===== src/rtl/excl_mon_pkg.sv =====
package excl_mon_pkg;
  typedef enum logic [1:0] {
    OP_LOAD  = 2'b00,
    OP_STORE = 2'b01,
    OP_LDEX  = 2'b10,
    OP_STEX  = 2'b11
  } acc_op_e;
endpackage


===== src/rtl/excl_res_slot.sv =====
module excl_res_slot
  import excl_mon_pkg::*;
#(
  parameter int TAG_W   = 26,
  parameter int NPORT   = 2,
  parameter int CID_W   = 2,
  parameter int CORE_ID = 0
) (
  input  logic                         clk,
  input  logic                         rst,
  input  logic [NPORT-1:0]             p_v,
  input  logic [NPORT-1:0][CID_W-1:0]  p_core,
  input  logic [NPORT-1:0][1:0]        p_op,
  input  logic [NPORT-1:0][TAG_W-1:0]  p_tag,
  input  logic [NPORT-1:0]             wr_hit,
  output logic                         res_vld,
  output logic [TAG_W-1:0]             res_tag
);
  logic             own_ld, own_sx, kill_old, kill_new;
  logic [TAG_W-1:0] ld_tag;

  always_comb begin
    own_ld   = 1'b0;
    own_sx   = 1'b0;
    ld_tag   = res_tag;
    for (int i = 0; i < NPORT; i++) begin
      if (p_v[i] && p_core[i] == CID_W'(CORE_ID)) begin
        if (p_op[i] == OP_LDEX) begin
          own_ld = 1'b1;
          ld_tag = p_tag[i];
        end
        if (p_op[i] == OP_STEX) own_sx = 1'b1;
      end
    end
    kill_old = 1'b0;
    kill_new = 1'b0;
    for (int i = 0; i < NPORT; i++) begin
      if (wr_hit[i] && res_vld && p_tag[i] == res_tag) kill_old = 1'b1;
      if (wr_hit[i] && p_tag[i] == ld_tag) kill_new = 1'b1;
    end
  end

  always_ff @(posedge clk) begin
    if (rst) begin
      res_vld <= 1'b0;
      res_tag <= '0;
    end else if (own_ld) begin
      res_vld <= !kill_new;
      res_tag <= ld_tag;
    end else if (own_sx || kill_old) begin
      res_vld <= 1'b0;
    end
  end
endmodule


===== src/rtl/excl_sx_judge.sv =====
module excl_sx_judge
  import excl_mon_pkg::*;
#(
  parameter int TAG_W     = 26,
  parameter int NPORT     = 2,
  parameter int CID_W     = 2,
  parameter int NUM_CORES = 4
) (
  input  logic [NPORT-1:0]                p_v,
  input  logic [NPORT-1:0][CID_W-1:0]     p_core,
  input  logic [NPORT-1:0][1:0]           p_op,
  input  logic [NPORT-1:0][TAG_W-1:0]     p_tag,
  input  logic [NUM_CORES-1:0]            res_vld,
  input  logic [NUM_CORES-1:0][TAG_W-1:0] res_tag,
  output logic [NPORT-1:0]                sx_win,
  output logic [NPORT-1:0]                wr_hit
);
  always_comb begin
    logic [NPORT-1:0] win;
    logic             blocked, owned;
    win = '0;
    for (int i = 0; i < NPORT; i++) begin
      owned   = res_vld[p_core[i]] && (res_tag[p_core[i]] == p_tag[i]);
      blocked = 1'b0;
      for (int j = 0; j < NPORT; j++) begin
        if (j != i && p_v[j] && p_op[j] == OP_STORE && p_tag[j] == p_tag[i])
          blocked = 1'b1;
        if (j < i && win[j] && p_tag[j] == p_tag[i])
          blocked = 1'b1;
      end
      win[i] = p_v[i] && (p_op[i] == OP_STEX) && owned && !blocked;
    end
    sx_win = win;
    for (int i = 0; i < NPORT; i++)
      wr_hit[i] = p_v[i] && ((p_op[i] == OP_STORE) || win[i]);
  end
endmodule


===== src/rtl/excl_monitor.sv =====
module excl_monitor
  import excl_mon_pkg::*;
#(
  parameter int  NUM_CORES = 4,
  parameter int  NPORT     = 2,
  parameter int  ADDR_W    = 32,
  parameter int  LINE_OFF  = 6,
  localparam int CID_W     = (NUM_CORES > 1) ? $clog2(NUM_CORES) : 1,
  localparam int TAG_W     = ADDR_W - LINE_OFF
) (
  input  logic                      clk,
  input  logic                      rst,
  input  logic [NPORT-1:0]          acc_valid,
  input  logic [NPORT*CID_W-1:0]    acc_core,
  input  logic [NPORT*ADDR_W-1:0]   acc_addr,
  input  logic [NPORT*2-1:0]        acc_op,
  output logic [NPORT-1:0]          sx_done,
  output logic [NPORT-1:0]          sx_pass
);
  logic [NPORT-1:0][CID_W-1:0]     p_core;
  logic [NPORT-1:0][1:0]           p_op;
  logic [NPORT-1:0][TAG_W-1:0]     p_tag;
  logic [NPORT-1:0]                is_sx, sx_win, wr_hit;
  logic [NUM_CORES-1:0]            res_vld;
  logic [NUM_CORES-1:0][TAG_W-1:0] res_tag;

  for (genvar p = 0; p < NPORT; p++) begin : g_port
    assign p_core[p] = acc_core[p*CID_W +: CID_W];
    assign p_op[p]   = acc_op[p*2 +: 2];
    assign p_tag[p]  = acc_addr[p*ADDR_W + LINE_OFF +: TAG_W];
    assign is_sx[p]  = acc_valid[p] && (p_op[p] == OP_STEX);
  end

  for (genvar c = 0; c < NUM_CORES; c++) begin : g_slot
    excl_res_slot #(
      .TAG_W(TAG_W), .NPORT(NPORT), .CID_W(CID_W), .CORE_ID(c)
    ) u_slot (
      .clk(clk), .rst(rst),
      .p_v(acc_valid), .p_core(p_core), .p_op(p_op), .p_tag(p_tag),
      .wr_hit(wr_hit),
      .res_vld(res_vld[c]), .res_tag(res_tag[c])
    );
  end

  excl_sx_judge #(
    .TAG_W(TAG_W), .NPORT(NPORT), .CID_W(CID_W), .NUM_CORES(NUM_CORES)
  ) u_judge (
    .p_v(acc_valid), .p_core(p_core), .p_op(p_op), .p_tag(p_tag),
    .res_vld(res_vld), .res_tag(res_tag),
    .sx_win(sx_win), .wr_hit(wr_hit)
  );

  always_ff @(posedge clk) begin
    if (rst) begin
      sx_done <= '0;
      sx_pass <= '0;
    end else begin
      sx_done <= is_sx;
      sx_pass <= sx_win;
    end
  end
endmodule


===== config.mk =====
export PLATFORM = sky130hd
export DESIGN_NAME = excl_monitor
export DESIGN_NICKNAME = d
export VERILOG_FILES = /design/src/rtl/excl_mon_pkg.sv /design/src/rtl/excl_res_slot.sv /design/src/rtl/excl_sx_judge.sv /design/src/rtl/excl_monitor.sv
export SDC_FILE = /design/constraint.sdc
export NUM_CORES = 1
export LEC_CHECK = 0
export BUFFER_PORTS_ARGS = -buffer_cell sky130_fd_sc_hd__buf_2
export CAP_MARGIN = 0
export CORE_MARGIN = 1
export CORE_UTILIZATION = 40
export DETAILED_ROUTE_END_ITERATION = 8
export SYNTH_ARGS = -nofsm -noshare
export SYNTH_HDL_FRONTEND = slang
export SYNTH_HIERARCHICAL = 1
export SYNTH_SLANG_ARGS = --single-unit
export TNS_END_PERCENT = 20

===== constraint.sdc =====
create_clock -name clk -period 3.2 [get_ports clk]
set_input_delay 0.16 -clock clk [delete_from_list [all_inputs] [get_ports clk]]
set_output_delay 0.16 -clock clk [all_outputs]
set_load 0.005 [all_outputs]

==> out/qor.txt <==
Longest Clk Path Bufs: 2
Netlist cell types: 85
Pre-antenna DRT Iters: 9
Overflow after GRT: 0
global-route wire length before repair: 126000 µm
Detailed Route Iter0 Violations: 2474
Max transition margin: 30.8%
clock-pin transition on the worst setup and hold timing paths: 0.09 ns
Arr. time, crit path: 3.66 ns
total clock sinks: 112
Final Hold Viols: 0
Antenna Nets Post-Route: 0
Post-synth EDFFs: 0
die area: 37600 µm²
CP max stage cell: or4_4
core area: 35900 µm²
RSZ-0062 raised after global routing: true
maximum VDD drop: 0.000276 V
Hold WC Path Type: input port to flip-flop
Syn Area/Cell: 8.12 µm²
fill count: 3560
Num CTS Buffers: 9
CTS Hold Bufs: 0
CP Capture Type: flip-flop
wire length per cell: 34.6 µm
Final Worst Setup Slack: -0.100 ns
pin count of the biggest net entering global routing: 70
post-DP HPWL: 67900 µm
num rows: 69
final setup vio count: 4
maximum capacitance violations: 0
Worst-Skew Late Latency: 0.40 ns
leak pwr: 7.01 nW
asr flop ratio synth: 0%
CP top delay family: simple AND/OR/NAND/NOR gates
Via density: 7.00
violated checks: design-rule violations, negative setup slack
minimum clock period: 3.30 ns
non-filler cells, final: 2588
routed via count: 18100
flops & latches, synth: 112
r2r setup slk: -0.10 ns
Peak Freq: 303 MHz
dpl cells: 2570
main flop type after synthesis: dfxtp_1
hold slack: 0.189 ns
number of port buffers: 67
top cells by area, synth: dfxtp_1 15%, xnor2_1 12%, xor2_1 7.3%
critical path class: flip-flop to flip-flop
GR Layer Usage met1: 55.6%
PD cells: 265 nW/µm²
Post-layout nets: 2198
status: complete, but fails checks
CTS root buf: clkbuf_16
H-tree depth: 3
Post-Synthesis Cells: 1813
met2 usage: 72.7%
DRC: 2
Critical Path RT: 3.56 ns
most area-hungry cell type in the Yosys netlist: dfxtp_1
Critical Path Start: g_slot[3].u_slot/res_tag[20]
Final TNS setup: -0.314 ns
Area growth, synth to finish: 25.7%
Slew Limit Fails: 0
Syn Nets: 1889
synth warn: 6
ANT cells: 0
CP cell instances: buf_4, mux2i_1, xnor2_1, or4_4, a21oi_1, nand4_1, buf_4, o41ai_4, nor2_4, buf_6, nand4_1, or4_4, nor4_4, o32ai_2, o211a_1
clock skew: 0.0115 ns
IO Count: 80
Yosys top cell area share: 15.2%
Crit Path Max Fanout: 7
share of cells above drive strength 1: 27.9%
vias in the first global route: 17600
mapped cell area: 14700 µm²
Die Y-Extent: 194 µm
GRT Resource Usage Total: 46.9%
Most Crowded Layer GR: met2
RR Startpoint: g_slot[3].u_slot/res_tag[20]
HP Start: acc_op[0]
initial antenna violation count: 2
crit-path max cell delay: 0.57 ns
RD Place Congestion: 1.09
CP bufs+invs: 3
period utilization: 103%
Routed Wire Length: 89700 µm
type of origin of the critical path: flip-flop
Initial Util: 41.0%
register area share after synthesis: 15.2%
worst slew pin tran: 1.04 ns
CTS tree: yes
met3 Use GR: 10.5%
Die X: 194 µm
flip-flops by register name, summed over array words and instances, names as in the netlist:
signal	flops
sx_pass	2
sx_done	2
g_slot.u_slot/res_tag	104
g_slot.u_slot/res_vld	4
final timing paths:
kind	cells after the start	endpoint
setup / recovery	15	g_slot[2].u_slot/res_vld
hold / removal	2	sx_done[0]
setup reg to reg	15	g_slot[2].u_slot/res_vld
hold reg to reg	2	g_slot[2].u_slot/res_tag[25]
per-stage QoR:
step	power (mW)	util, %	worst slack, ns	cell area (µm²)
after global placement	3.47	49.7	-0.541	17900
after global routing	5.01	51.5	-0.182	18500
final	4.91	51.5	-0.100	18500
after CTS	4.82	51.2	0.000412	18400
after floorplan	2.42	-	0.0317	14700
after detailed placement	3.49	49.7	-0.582	17900
final cells by class:
cell class                 instances  area, µm²  area share (%)
clock buffer                      13        260            1.41
clock inverter                     3       40.0           0.216
multi-input combinational       1503      11900            64.1
tap                              461        577            3.12
timing repair buffer             433       3260            17.6
sequential                       112       2260            12.2
inverter                          63        236            1.28
cell usage after synthesis (19+ instances only):
library cell,instances
a211oi_1,58
a21oi_1,44
a221o_1,40
a221oi_1,34
a311oi_1,30
buf_1,26
buf_2,39
clkbuf_1,51
dfxtp_1,112
inv_1,63
mux2i_1,92
mux4_2,22
nand2_1,102
nand2b_1,19
nand3_1,31
nand4_1,64
nor2_1,149
nor2b_1,35
nor3_1,51
nor4_1,31
o21ai_0,28
o221ai_1,50
o22ai_1,39
xnor2_1,206
xor2_1,123
report_power, final:
part	switching [mW]	total, mW	internal (mW)
clock network	0.668	1.32	0.652
registers	0.0725	1.51	1.44
logic	1.29	2.08	0.790
total	2.03	4.91	2.88
metal layers:
layer | share of wire [%] | vias to the layer above | wire [µm]
met4 | 9.5 | 2 | 8540
met1 | 36 | 8791 | 32200
met2 | 44 | 1364 | 39100
met5 | 0.018 | - | 16
met3 | 11 | 363 | 9820
li1 | - | 7608 | -
placed cells by master, fill, tap and decap left out, types with 30 or more instances in the layout:
cell type,instances
buf_4,350
xnor2_1,197
nor2_1,144
xor2_1,122
nand2_1,102
dfxtp_1,96
mux2i_1,86
buf_2,66
nand4_1,64
inv_1,63
a211oi_1,57
nor3_1,50
o221ai_1,50
a21oi_1,44
a221o_1,40
o22ai_1,38
nor2b_1,35
a221oi_1,32
a311oi_1,30
nand3_1,30
repair_timing:
item / 4_1_cts / 5_1_grt
setup buffers: 1 / 1
resized for setup: 42 / 29
pin swaps: 9 / 16
setup endpoints to repair: 4 / 4
cell families (layout without fill, tap and decap cells):
| kind of cell | after synthesis | in the layout | synth area share, % |
|---|---|---|---|
| buffers and inverters | 198 | 512 | 6.26 |
| multiplexers | 132 | 132 | 11.9 |
| AND/OR/NAND/NOR | 555 | 555 | 19.8 |
| flip-flops | 112 | 112 | 15.2 |
| AO/OA/AOI/OAI | 487 | 487 | 27.2 |
| XOR/XNOR | 329 | 329 | 19.6 |
Power figures use the tool's default switching activity.
